==> src/rtl/tr_cmd_decoder.sv <==
module tr_cmd_decoder #(
  parameter int PAGE_W = 2
) (
  input  logic        clk,
  input  logic        rst_n,
  input  logic        cmd_wr,
  input  logic [7:0]  cmd_data,
  input  logic        tok_arrive,
  input  logic        rx_busy,
  input  logic        rx_done,
  input  logic        tx_done,
  input  logic        ack_rcvd,
  input  logic        recon_evt,
  input  logic        nak_evt,
  output logic        tx_avail,
  output logic        tx_acked,
  output logic        rx_inhib,
  output logic        por_flag,
  output logic        recon_flag,
  output logic        nak_flag,
  output logic        tx_pending,
  output logic        rx_enabled,
  output logic [10:0] tx_start,
  output logic [10:0] rx_start,
  output logic        bcast_en,
  output logic        long_en,
  output logic        tx_go,
  output logic        restart_pulse,
  output logic        dma_mask_clr,
  output logic        tx_int_clr,
  output logic        rx_int_clr
);
  localparam int SEL_W = PAGE_W + 1;

  logic [SEL_W-1:0] tx_sel, rx_sel;
  logic tx_active, tx_kill, rx_kill;

  assign tx_start = {tx_sel, 8'h00};
  assign rx_start = {rx_sel, 8'h00};

  wire c_rxen  = cmd_data[2:0] == 3'b100 && !cmd_data[6];
  wire c_txen  = cmd_data[2:0] == 3'b011 && cmd_data[7:6] == 2'b00;
  wire c_cfg   = cmd_data[2:0] == 3'b101 && cmd_data[7:4] == 4'h0;
  wire c_clr   = cmd_data[2:0] == 3'b110 && cmd_data[7:5] == 3'b000;
  wire c_txdis = cmd_data == 8'h01;
  wire c_rxdis = cmd_data == 8'h02;

  wire launch  = tok_arrive && tx_pending && !tx_kill;
  wire act_nx  = (tx_active && !tx_done) || launch;

  always_ff @(posedge clk) begin
    if (!rst_n) begin
      tx_avail <= 1'b1; tx_acked <= 1'b0; rx_inhib <= 1'b1;
      por_flag <= 1'b1; recon_flag <= 1'b0; nak_flag <= 1'b0;
      tx_pending <= 1'b0; rx_enabled <= 1'b0; tx_active <= 1'b0;
      tx_kill <= 1'b0; rx_kill <= 1'b0;
      tx_sel <= '0; rx_sel <= '0; bcast_en <= 1'b0; long_en <= 1'b0;
      tx_go <= 1'b0; restart_pulse <= 1'b0; dma_mask_clr <= 1'b0;
      tx_int_clr <= 1'b0; rx_int_clr <= 1'b0;
    end else begin
      tx_go <= 1'b0;
      restart_pulse <= cmd_wr && cmd_data == 8'h18;
      dma_mask_clr  <= cmd_wr && cmd_data == 8'h10;
      tx_int_clr    <= cmd_wr && cmd_data == 8'h00;
      rx_int_clr    <= cmd_wr && cmd_data == 8'h08;

      if (tok_arrive) begin
        if (tx_kill) begin
          tx_pending <= 1'b0; tx_avail <= 1'b1; tx_kill <= 1'b0;
        end else if (tx_pending) begin
          tx_pending <= 1'b0; tx_active <= 1'b1; tx_go <= 1'b1;
        end
        if (rx_kill && !rx_busy) begin
          rx_enabled <= 1'b0; rx_inhib <= 1'b1; rx_kill <= 1'b0;
        end
      end
      if (tx_done && tx_active) begin
        tx_active <= 1'b0; tx_avail <= 1'b1;
      end
      if (ack_rcvd && tx_active) tx_acked <= 1'b1;
      if (rx_done) begin
        rx_inhib <= 1'b1; rx_enabled <= 1'b0; rx_kill <= 1'b0;
      end
      if (recon_evt) recon_flag <= 1'b1;
      if (nak_evt) nak_flag <= 1'b1;

      if (cmd_wr) begin
        if (c_txen && !act_nx) begin
          tx_pending <= 1'b1; tx_avail <= 1'b0; tx_acked <= 1'b0;
          tx_kill <= 1'b0; tx_sel <= {cmd_data[4:3], cmd_data[5]};
        end
        if (c_rxen) begin
          rx_enabled <= 1'b1; rx_inhib <= 1'b0; rx_kill <= 1'b0;
          bcast_en <= cmd_data[7]; rx_sel <= {cmd_data[4:3], cmd_data[5]};
        end
        if (c_txdis && !act_nx) tx_kill <= 1'b1;
        if (c_rxdis) rx_kill <= 1'b1;
        if (c_cfg) long_en <= cmd_data[3];
        if (c_clr) begin
          if (cmd_data[3]) begin por_flag <= 1'b0; nak_flag <= 1'b0; end
          if (cmd_data[4]) recon_flag <= 1'b0;
        end
      end
    end
  end

  assert_go_on_token_R3: assert property (@(posedge clk) disable iff (!rst_n)
    tx_go |-> $past(tok_arrive) && !tx_pending);
  assert_avail_fall_R2: assert property (@(posedge clk) disable iff (!rst_n)
    $fell(tx_avail) |-> $past(cmd_wr) && tx_pending);
  assert_inhib_rise_R5: assert property (@(posedge clk) disable iff (!rst_n)
    $rose(rx_inhib) |-> $past(tok_arrive || rx_done) && !rx_enabled);
  assert_one_pulse_R10: assert property (@(posedge clk) disable iff (!rst_n)
    $onehot0({restart_pulse, dma_mask_clr, tx_int_clr, rx_int_clr}));
  assert_por_clear_R9: assert property (@(posedge clk) disable iff (!rst_n)
    $fell(por_flag) |-> $past(cmd_wr && cmd_data[3]));
  assert_junk_ignored_R11: assert property (@(posedge clk) disable iff (!rst_n)
    (cmd_wr && !(c_rxen || c_txen || c_cfg || c_clr || c_txdis || c_rxdis)
     && !(tok_arrive || rx_done || tx_done || ack_rcvd || recon_evt || nak_evt))
    |=> $stable({tx_avail, tx_acked, rx_inhib, por_flag, recon_flag, nak_flag,
                 tx_pending, rx_enabled, tx_start, rx_start, bcast_en, long_en}));
endmodule

==> config.mk <==
export PLATFORM = sky130hd
export DESIGN_NAME = tr_cmd_decoder
export DESIGN_NICKNAME = d
export VERILOG_FILES = /design/src/rtl/tr_cmd_decoder.sv
export SDC_FILE = /design/constraint.sdc
export NUM_CORES = 1
export LEC_CHECK = 0
export ABC_AREA = 1
export ABC_CLOCK_PERIOD_IN_PS = 1100
export BUFFER_PORTS_ARGS = -buffer_cell sky130_fd_sc_hd__buf_2
export CAP_MARGIN = 20
export CORE_AREA = 2 2 54 56
export CTS_CLUSTER_DIAMETER = 100
export DETAILED_ROUTE_END_ITERATION = 12
export DIE_AREA = 0 0 56 58
export GPL_TIMING_DRIVEN = 0
export PLACE_DENSITY = 0.87
export SYNTH_ARGS = -nofsm -noshare
export SYNTH_HDL_FRONTEND = slang
export SYNTH_SLANG_ARGS = --single-unit
==> constraint.sdc <==
create_clock -name clk -period 1.1 [get_ports clk]
set_input_delay 0.055 -clock clk [delete_from_list [all_inputs] [get_ports clk]]
set_output_delay 0.055 -clock clk [all_outputs]
set_load 0.005 [all_outputs]
# After elaboration in Yosys (flattened, before gate mapping)
# Index checks and enable logic that the tools add are counted.
totals:
  ff_bits: 24
  output_inout_bits: 37
  word_cells: 105
op_classes:
  n_eq_ne: 9
  muxes: 40
  n_bitwise: 3
  reduce_logical: 33
op_table:
  columns: ["operator", "count"]
  rows:
  - ["1-bit 2-to-1 mux", 40]
  - ["8-bit by 5-bit equality test with 1-bit output, second input constant", 2]
  - ["1-bit logical AND", 16]
  - ["3-bit equality test, second input constant", 3]
  - ["8-bit by 1-bit equality test with 1-bit output, second input constant", 1]
  - ["8-bit by 2-bit equality test with 1-bit output, second input constant", 1]
  - ["8-bit by 4-bit equality test with 1-bit output, second input constant", 1]
  - ["8-bit logical NOT", 1]
  - ["2-bit AND reduction", 3]
  - ["3-bit AND reduction", 2]
  - ["1-bit logical NOT", 5]
  - ["4-bit logical NOT", 1]
  - ["3-bit by 2-bit equality test with 1-bit output, second input constant", 1]
  - ["3-bit logical NOT", 1]
  - ["1-bit NOT", 3]
  - ["3-bit OR reduction", 1]
  - ["2-bit logical NOT", 1]
  - ["2-bit OR reduction", 1]
  - ["1-bit logical OR", 1]

# Longest topological paths before layout
logic_depth:
  ltp_word: 8
  depth_mapped: 7

# Worst setup path after synthesis
# OpenSTA, ideal clock, no wires.
synth_path:
  kind: "register to register"
  from: "register tx_active"
  to: "register tx_sel[0]"
  setup_time_ns: 0.113
  t_arrival_ns: 0.806
  setup_slack_ns: 0.181
  stages_incl_launch_ff: 8
  cell_sequence: "dfxtp_1 inv_1 nor2_1 inv_1 nand2_1 nor2_4 nor2_1 nor2_1"
synth_between:
  elab_chain_len: 5
synth_rtl:
  columns: ["element", "line", "source"]
  rows:
  - ["from (decl)", "36", "logic tx_active, tx_kill, rx_kill;"]
  - ["from (signal assigned)", "55", "tx_pending <= 1'b0; rx_enabled <= 1'b0; tx_active <= 1'b0;"]
  - ["from (signal assigned)", "71", "tx_pending <= 1'b0; tx_active <= 1'b1; tx_go <= 1'b1;"]
  - ["from (signal assigned)", "78", "tx_active <= 1'b0; tx_avail <= 1'b1;"]
  - ["1-bit logical AND", "49", "wire act_nx = (tx_active && !tx_done) || launch;"]
  - ["1-bit logical OR", "49", null]
  - ["1-bit logical NOT", "88", "if (c_txen && !act_nx) begin"]
  - ["1-bit logical AND", "88", null]
  - ["2-bit AND reduction (no line)", null, null]
  - ["to (signal assigned)", "57", "tx_sel <= '0; rx_sel <= '0; bcast_en <= 1'b0; long_en <= 1'b0;"]
  - ["to (signal assigned)", "90", "tx_kill <= 1'b0; tx_sel <= {cmd_data[4:3], cmd_data[5]};"]
  - ["to (decl)", "35", "logic [SEL_W-1:0] tx_sel, rx_sel;"]
# Every way passes these cells.
# A chain may end at the register's enable or synchronous reset.

# Worst setup path after layout
# Same ends and word-level chain as after synthesis.

==> results.md <==
## Status
* run status: complete, no violations

## Drt
* detailed-route wire length per cell: 9.35 um
* Iter 0 DRT Violations: 13
* DRT antenna net count: 0
* via total after detailed routing: 1,075
* residual DRC count: 0
* Vias per Instance: 4.37
* DR pass1 iterations: 4
* Final Routed Wirelength: 2300 um

## Synth
* sequential cell area fraction in the yosys report: 0.415
* unique cell type count in the Yosys netlist: 23
* synthesized area divided by synthesized cell count: 7.29 um^2
* post-synthesis instance area: 1160 um^2
* flops & latches, synth: 24
* warnings from Yosys: 0
* Gate Count Post-Synth: 159

## Clock tree
* TritonCTS sink count: 24
* Post CTS Setup Buffer Count: 0
* maximum buffer depth of the clock tree: 2
* Inserted Clock Buffers: 3
* CTS tree: done
* insertion delay to the later sink of the worst-skew pair: 0.30 ns
* number of levels the H-tree was split into: 1
* CTS Root Cell: clkbuf_4
* clock-pin slew reported for the worst setup and hold paths after clock tree synthesis: 0.12 ns

## Timing
* aggregate negative setup slack: 0 ns
* final worst-path cycle share: 0.869
* clock period minus final worst setup slack: 0.956 ns
* number of max-slew violations in the final report: 0
* Final setup violation count: 0
* clock skew: 0.00100 ns
* peak clock frequency supported by timing: 1.05 GHz
* number of failing hold endpoints at the final stage: 0
* setup repair after global routing missed its margin: false

## Global routing
* wire length of the first global-routing pass: 3800 um
* via count of the first global-routing pass: 958
* combined global-route utilization of all metal layers: 0.147
* pin count of the biggest net entering global routing: 13
* remaining global-route overflow: 0
* initial antenna violation count: 0

## Floorplanning
* standard cell core area: 2660 um^2
* overall die height: 58 um
* DIE WIDTH: 56 um
* # rows: 19
* die footprint: 3250 um^2
* total I/O pin count: 55
* starting density of the core: 0.435

## Setup path
* data required time of the worst path: 1.32 ns
* crit path launch type: flip-flop
* critical path class: reg2reg
* CP Max Fanout: 5
* worst path arrival time: 1.17 ns
* category of the worst setup path capture point: flip-flop

## Pwr
* worst voltage drop across the vdd grid: 642 uV
* reported leakage power: 0.764 nW
* Pwr per Cell Area: 983 nW/um^2

## Final layout
* register cell area after layout: 483 um^2
* Core Util, Final: 0.556
* fill cell count: 285
* largest registers in the final layout: rx_sel: 3 flops, tx_sel: 3 flops
* Antenna Cells: 0
* nets@finish: 235
* multi-input logic area: 524 um^2
* area growth from synthesis to layout: 27.9%
* fraction of final layout cells with drive strength greater than 1: 0.349

## Placement
* last weighted congestion value of the routability-driven placer: 0.915
* estimated wirelength of the detail-placed design: 1870 um
* # port buffers: 38

## Hold path
* Worst Hold Class: in2reg

## Job
* Max Cap Violations: 0

[placed cells by master (no fill, tap or decap)]
cell type,n
a21oi_2,2
nand3_1,11
inv_2,1
o21ai_1,5
nand2_4,1
o21ai_0,4
dfxtp_1,22
buf_6,1
clkinv_1,1
inv_1,21
nor3_1,2
dfxtp_2,2
conb_1,16
clkbuf_4,3
nand2_2,1
o21ai_2,1
a21oi_1,8
buf_2,39
nor2_1,24
buf_4,16
nor2_2,2
nand4_1,2
nand2_1,24
nand3_2,2
nor2_4,4
[final timing paths]
kind	start	to	slack (ns)	depth (start not counted)
max	tx_active$_SDFFE_PP0P_	tx_sel[0]$_SDFFE_PN0P_	0.14	6
min	recon_evt	recon_flag$_SDFF_PN0_	0.02	3
max reg2reg	tx_active$_SDFFE_PP0P_	tx_sel[0]$_SDFFE_PN0P_	0.14	6
min reg2reg	bcast_en$_SDFFE_PN0P_	bcast_en$_SDFFE_PN0P_	0.45	2
[cell usage after synthesis]
cell	instances	area (um^2)
nor2_1	25	93.8
dfxtp_1	24	480
nand2_1	24	90.1
inv_1	21	78.8
buf_4	16	120
nand3_1	11	55.1
a21oi_1	8	40.0
o21ai_1	5	25.0
o21ai_0	4	20.0
nor2_2	3	18.8
a21oi_2	2	17.5
nand3_2	2	20.0
nand4_1	2	12.5
nor2_4	2	22.5
nor3_1	2	10.0
buf_2	1	5.00
buf_6	1	11.3
clkinv_1	1	3.75
conb_1	1	3.75
inv_2	1	3.75
nand2_2	1	6.26
nand2_4	1	11.3
o21ai_2	1	8.76
[stage by stage]
step	hold WS, ns	instance area (um^2)	worst slack, ns	total power [W]	std cells
6_report	0.0180	1480	0.144	0.00146	246
3_3_place_gp	0.323	1440	0.111	0.00110	243
3_5_place_dp	0.327	1440	0.0902	0.00111	243
2_1_floorplan	0.193	1210	0.181	0.00103	174
4_1_cts	0.00735	1470	0.0700	0.00147	246
5_1_grt	0.0333	1480	0.0297	0.00154	246
[area by class of cell]
type                       count  share of cell area
multi-input combinational    109               0.354
buffer                        18              0.0921
sequential                    24               0.326
timing repair buffer          38               0.128
tap                           31              0.0262
inverter                      23              0.0583
clock buffer                   3              0.0152
[timing repair]
item | in CTS | in global routing
resized for setup | 0 | 5
hold buffers | 0 | 0
setup endpoints to repair | 0 | 6
[power by group]
part	internal (W)	switching, W	total [W]
clock network	0.000128	0.000239	0.000367
logic	0.0000920	0.000110	0.000202
registers	0.000882	0.00000560	0.000887
[layer usage]
metal  GRT usage  wire, um
met1       0.178       998
met2       0.262      1130
met4      0.0510        34
met3      0.0290       137
met5           0         0
[critical path, stage by stage, from the launching register on]
cell and delay [ns]:
dfxtp_2 0.34, inv_1 0.10, nor2_4 0.05, nor2_4 0.17, nand3_1 0.10, nand2_1 0.07, nor2_1 0.04
[cell families after synthesis]
family / count (synthesis) / share of synthesized area
DFF: 24 / 0.415
other: 1 / 0.00324
and+or+nand+nor: 73 / 0.294
AOI/OAI and AO/OA: 20 / 0.0961
buffers and inverters: 41 / 0.192
Note: power is estimated with default switching activity, not from simulation.
